--- src/rtl/bhr_pkg.sv ---
package bhr_pkg;

    typedef enum logic [1:0] {
        FLT_NONE = 2'd0,
        FLT_HV   = 2'd1,
        FLT_PROB = 2'd2
    } flt_e;

    typedef struct packed {
        logic hv_capable;
        logic hv_state;
        logic hv_fac_en;
        logic prob_state;
        logic mon_acc_en;
    } priv_t;

    // The hypervisor check is evaluated first. The problem-state check
    // applies only when the hypervisor check passes.
    function automatic flt_e classify(input priv_t p);
        if (p.hv_capable && !p.hv_state && !p.hv_fac_en)
            return FLT_HV;
        if (p.prob_state && !p.mon_acc_en)
            return FLT_PROB;
        return FLT_NONE;
    endfunction

endpackage

--- src/rtl/bhr_gate.sv ---
module bhr_gate
    import bhr_pkg::*;
(
    input  priv_t p,
    input  logic  cmd,
    output flt_e  flt,
    output logic  go
);
    flt_e raw;

    always_comb begin
        raw = classify(p);
        flt = cmd ? raw : FLT_NONE;
        go  = cmd && (raw == FLT_NONE);
    end

endmodule

--- src/rtl/bhr_store.sv ---
module bhr_store #(
    parameter int N  = 32,
    parameter int DW = 64,
    parameter int KW = 8
) (
    input  logic          clk,
    input  logic          rst,
    input  logic          present,
    input  logic          push_vld,
    input  logic [DW-1:0] push_data,
    input  logic          clr_go,
    input  logic [KW-1:0] rd_idx,
    output logic [DW-1:0] rd_word
);
    localparam int PW = $clog2(N);
    localparam logic [KW:0] NLIM = (KW+1)'(N);

    logic [PW-1:0] wp;
    logic [DW-1:0] mem [N];
    logic          do_clr;
    logic          do_push;
    logic [PW-1:0] slot;
    logic          in_range;

    always_comb begin
        do_clr   = clr_go && present;
        do_push  = push_vld && present && !do_clr;
        slot     = wp - rd_idx[PW-1:0] - PW'(1);
        in_range = {1'b0, rd_idx} < NLIM;
        rd_word  = in_range ? mem[slot] : '0;
    end

    always_ff @(posedge clk) begin
        if (rst) begin
            wp <= '0;
            for (int i = 0; i < N; i++) mem[i] <= '0;
        end else if (do_clr) begin
            for (int i = 0; i < N; i++) mem[i] <= '0;
        end else if (do_push) begin
            mem[wp] <= push_data;
            wp      <= wp + PW'(1);
        end
    end

    AST_PTR_STEP: assert property (@(posedge clk) disable iff (rst)
        do_push |=> wp == $past(wp) + PW'(1));
    AST_PTR_CLR_HOLD: assert property (@(posedge clk) disable iff (rst)
        do_clr |=> $stable(wp));
    AST_ABSENT_HOLD: assert property (@(posedge clk) disable iff (rst)
        !present |=> $stable(wp));

endmodule

--- src/rtl/bhr_cause.sv ---
module bhr_cause
    import bhr_pkg::*;
#(
    parameter int             CW       = 4,
    parameter logic [CW-1:0]  HV_CAUSE = CW'(3),
    parameter logic [CW-1:0]  FS_CAUSE = CW'(7)
) (
    input  logic          clk,
    input  logic          rst,
    input  flt_e          flt,
    output logic [CW-1:0] hv_cause,
    output logic [CW-1:0] fs_cause
);
    always_ff @(posedge clk) begin
        if (rst) begin
            hv_cause <= '0;
            fs_cause <= '0;
        end else begin
            if (flt == FLT_HV)   hv_cause <= HV_CAUSE;
            if (flt == FLT_PROB) fs_cause <= FS_CAUSE;
        end
    end

    AST_HV_CAUSE: assert property (@(posedge clk) disable iff (rst)
        flt == FLT_HV |=> hv_cause == HV_CAUSE && $stable(fs_cause));
    AST_FS_CAUSE: assert property (@(posedge clk) disable iff (rst)
        flt == FLT_PROB |=> fs_cause == FS_CAUSE && $stable(hv_cause));

endmodule

--- src/rtl/bhr_ring.sv ---
module bhr_ring
    import bhr_pkg::*;
#(
    parameter int            N        = 32,
    parameter int            DW       = 64,
    parameter int            KW       = 8,
    parameter int            CW       = 4,
    parameter logic [CW-1:0] HV_CAUSE = CW'(3),
    parameter logic [CW-1:0] FS_CAUSE = CW'(7)
) (
    input  logic          clk,
    input  logic          rst,
    input  logic          feat_present,
    input  logic          hv_capable,
    input  logic          hv_state,
    input  logic          hv_fac_en,
    input  logic          prob_state,
    input  logic          mon_acc_en,
    input  logic          alert_freeze,
    input  logic          push_vld,
    input  logic [DW-1:0] push_data,
    input  logic          clr_req,
    input  logic          rd_req,
    input  logic [KW-1:0] rd_idx,
    output logic          rsp_vld,
    output logic [1:0]    rsp_flt,
    output logic [DW-1:0] rd_data,
    output logic [CW-1:0] hv_cause,
    output logic [CW-1:0] fs_cause
);
    priv_t         priv;
    logic          cmd;
    flt_e          flt;
    logic          go;
    logic [DW-1:0] word;
    logic          rd_ok;

    assign priv = '{hv_capable: hv_capable, hv_state: hv_state,
                    hv_fac_en: hv_fac_en, prob_state: prob_state,
                    mon_acc_en: mon_acc_en};
    assign cmd  = rd_req || clr_req;

    bhr_gate i_gate (
        .p   (priv),
        .cmd (cmd),
        .flt (flt),
        .go  (go)
    );

    bhr_store #(.N(N), .DW(DW), .KW(KW)) i_store (
        .clk       (clk),
        .rst       (rst),
        .present   (feat_present),
        .push_vld  (push_vld),
        .push_data (push_data),
        .clr_go    (go && clr_req),
        .rd_idx    (rd_idx),
        .rd_word   (word)
    );

    bhr_cause #(.CW(CW), .HV_CAUSE(HV_CAUSE), .FS_CAUSE(FS_CAUSE)) i_cause (
        .clk      (clk),
        .rst      (rst),
        .flt      (flt),
        .hv_cause (hv_cause),
        .fs_cause (fs_cause)
    );

    assign rd_ok = go && rd_req && feat_present && !alert_freeze;

    always_ff @(posedge clk) begin
        if (rst) begin
            rsp_vld <= 1'b0;
            rsp_flt <= 2'd0;
            rd_data <= '0;
        end else begin
            rsp_vld <= cmd;
            rsp_flt <= flt;
            rd_data <= rd_ok ? word : '0;
        end
    end

    AST_RSP_NEXT: assert property (@(posedge clk) disable iff (rst)
        cmd |=> rsp_vld);
    AST_IDLE_QUIET: assert property (@(posedge clk) disable iff (rst)
        !cmd |=> !rsp_vld && rsp_flt == 2'd0 && rd_data == '0);
    AST_FAULT_ZERO: assert property (@(posedge clk) disable iff (rst)
        (rsp_vld && rsp_flt != 2'd0) |-> rd_data == '0);
    AST_FREEZE_ZERO: assert property (@(posedge clk) disable iff (rst)
        (rd_req && alert_freeze) |=> rd_data == '0);
    AST_HV_FIRST: assert property (@(posedge clk) disable iff (rst)
        (cmd && hv_capable && !hv_state && !hv_fac_en) |=> rsp_flt == 2'd1);

endmodule

--- config.mk ---
export PLATFORM = sky130hd
export DESIGN_NAME = bhr_ring
export DESIGN_NICKNAME = d
export VERILOG_FILES = /design/src/rtl/bhr_pkg.sv /design/src/rtl/bhr_gate.sv /design/src/rtl/bhr_store.sv /design/src/rtl/bhr_cause.sv /design/src/rtl/bhr_ring.sv
export SDC_FILE = /design/constraint.sdc
export NUM_CORES = 2
export LEC_CHECK = 0
export BUFFER_PORTS_ARGS = -buffer_cell sky130_fd_sc_hd__buf_4
export CORE_UTILIZATION = 23
export CTS_CLUSTER_DIAMETER = 40
export DETAILED_ROUTE_END_ITERATION = 7
export GPL_TIMING_DRIVEN = 0
export PLACE_DENSITY_LB_ADDON = 0.25
export SETUP_SLACK_MARGIN = 0.05
export SYNTH_ARGS = -nofsm -noshare
export SYNTH_HDL_FRONTEND = slang
export SYNTH_SLANG_ARGS = --single-unit
--- constraint.sdc ---
create_clock -name clk -period 10.5 [get_ports clk]
set_input_delay 2.1 -clock clk [delete_from_list [all_inputs] [get_ports clk]]
set_output_delay 2.1 -clock clk [all_outputs]
set_load 0.01 [all_outputs]
==> results.yml <==
die:
  fp.dieH_um: 633.5
  num_io_pins: 159
  initial_core_util_pct: 23.14
  core_area_mm2: 0.3963
  die_x_um: 633.5
  die_area_mm2: 0.4013
  rows: 231
cells_and_area:
  fin_util_pct: 29.14
  regArea_mm2: 0.06298
  final_area_mm2: 0.1155
  areaGrowthSynthToFinish_pct: 25.90
  n_fill_cell: 39820
  stdcell_count: 12700
  final_layout_size_suffix_gt1_share_pct: 23.37
  finalNetCount: 7196
  multi_input_area_mm2: 0.02645
sta:
  tightest_slew_ps: 1468
  grt_setup_unrepaired: "no"
  hold_ws_ps: 495.8
  slew_headroom_pct: 2.164
  period_minus_slack_ps: 6049
  hold_viol: 0
  tns_ps: 0
  slew_violations: 0
  period_share_pct: 57.61
  fmax_mhz: 165.3
  skew_ps: 63.41
  setup_viol: 0
setup_path:
  slowest_stage: "clkbuf_1"
  critPathTopFamily: "buffers and inverters"
  cp-end-kind: "register"
  cpPeakStageDelay_ps: 1090
  critPathMostFrequentCell: "inv_1"
  critical_path_class: "primary input to register"
  critPathMaxFanout: 10
  worstPathCellList: "buf_4 -> inv_1 -> ha_1 -> inv_1 -> fa_1 -> buf_2 -> clkbuf_1 -> buf_1 -> mux4_2 -> nand2_1 -> nand3_1 -> a32o_1"
  arrival_ps: 6800
  path_buf_inv: 6
  required_ps: 11250
  start_kind: "primary input"
synthesis:
  synth.most_common_cell: "nor2_1"
  yosys.area.top_type: "edfxtp_1"
  syn_inst: 6501
  syn_avg_cell_area_um2: 14.11
  async_flop_share_pct: 0
  synth_cell_types: 42
  synth-seq-cells: 2122
  yosysSeqAreaShare_pct: 68.67
  synth_top_cell_area_share_pct: 67.06
  synthTopCellsByArea: "edfxtp_1 (67%), mux4_2 (13%), nor2_1 (8.4%)"
  yosys_warnings: 0
  synthTopCellsByCount: "nor2_1 (2060), edfxtp_1 (2048), nand2_1 (773), mux4_2 (512), buf_2 (269)"
  synthFlopType: "edfxtp_1"
  synth_enable_flop_cells: 2048
  syn_area_mm2: 0.09171
placement:
  dp_hpwl_um: 251600
  placed_area_mm2: 0.1022
  dp.cells: 11960
  gp_congestion: 0.7827
  portBuffers: 90
drt:
  num_vias: 60590
  drt_iter0_markers: 7162
  drcViolationCount: 0
  drt-pass1-iter-count: 6
  antenna_left: 0
  drt-total-wl_um: 363200
  vias_per_cell: 4.772
  post_drt_wl_per_cell_um: 28.61
global_route:
  grt_use_total_pct: 17.66
  antenna_found_initial: 55
  grt_pass1_vias: 61180
  grt_remaining_overflow: 0
  grt_max_degree: 22
  grt_pass1_wl_um: 491700
clock_tree:
  ctsHoldBuffers: 0
  cts_num_sinks: 2122
  clk_transition_reported_paths_ps: 50
  htree_levels: 5
  postCtsSetupRepairBufs: 0
  cts-resized-gates: 0
  clkLatencyLatePin_ps: 940
  ctsLongestPathBuffers: 4
  cts_buffers: 380
  root_buffer: "clkbuf_16"
  cts_tree: "done"
power_and_ir_drop:
  vdd_drop_max_uv: 154.1
  cellPowerDensity_mw_per_mm2: 215.7
  power_leakage_uw: 0.03863
run_status:
  status: "finished, final reports clean"
flow_run:
  cap_viol_max_count: 0
hold_path:
  min_path_type: "register to register"
[registers in the layout, indices dropped and copies added (netlist names)]
signal / flops
i_cause.hv_cause: 1
i_store.mem: 2048
rsp_flt: 2
i_store.wp: 5
rd_data: 64
rsp_vld: 1
i_cause.fs_cause: 1
[cells by family (layout without fill, tap and decap cells)]
family / after synthesis / after routing / share of synthesized area (%)
buf+inv: 559 / 1479 / 2.929
other cells: 1 / 34 / 0.004089
fa+ha+maj: 9 / 9 / 0.1310
xor+xnor: 9 / 9 / 0.08594
compound gates: 106 / 106 / 0.9618
simple gates: 2991 / 2991 / 12.55
flops: 2122 / 2122 / 68.67
mux: 704 / 704 / 14.67
[stage by stage]
step / worst slack (ps) / power, uW
global placement: -7124 / 12400
finish: 4451 / 24910
detailed placement: 3593 / 12370
floorplan: 2082 / 11300
CTS: 4580 / 25090
global route: 4521 / 25510
[placed cells by master (no fill, tap or decap), types with 54 or more instances in the layout]
cell	synthesis	routed
nor2_1	2060	2059
edfxtp_1	2048	2048
nand2_1	773	773
mux4_2	512	512
clkbuf_16	0	385
buf_2	269	271
mux2i_1	192	192
clkbuf_1	145	161
nand3_1	129	129
buf_4	27	117
buf_12	0	91
buf_1	90	88
dfxtp_1	74	74
a32o_1	64	64
clkinvlp_4	0	54
bufinv_16	0	54
[area by class of cell]
class | count | share of cell area, %
repair buffers | 218 | 3.034
clock inverters | 283 | 2.963
diodes | 31 | 0.06719
flip-flops and latches | 2122 | 54.55
well taps | 5242 | 5.680
multi-input cells | 3822 | 22.91
inverters | 8 | 0.02601
clock buffers | 419 | 8.455
plain buffers | 551 | 2.322
[final timing paths]
path                  startpoint                  end  slack (ps)  cells after the start
max reg2reg        i_store.wp[0]          rd_data[63]        5670                     10
max                    rd_idx[0]          rd_data[63]        4450                     12
min reg2reg  i_cause.hv_cause[0]  i_cause.hv_cause[0]         500                      1
min          i_cause.hv_cause[0]  i_cause.hv_cause[0]         500                      1
[report_power, final]
group	internal (uW)	switching, uW	total (uW)
clock network	8100	4620	12700
logic	871	1500	2370
registers	9720	104	9830
[routing by layer]
layer	track usage (%)	share of wire (%)	vias to the layer above
met1	22.00	39	31850
li1	-	-	24970
met5	0	0.068	-
met3	3.699	8.4	682
met4	7.352	4.4	42
met2	29.65	48	3042
Note: power is estimated with default switching activity, not from simulation.
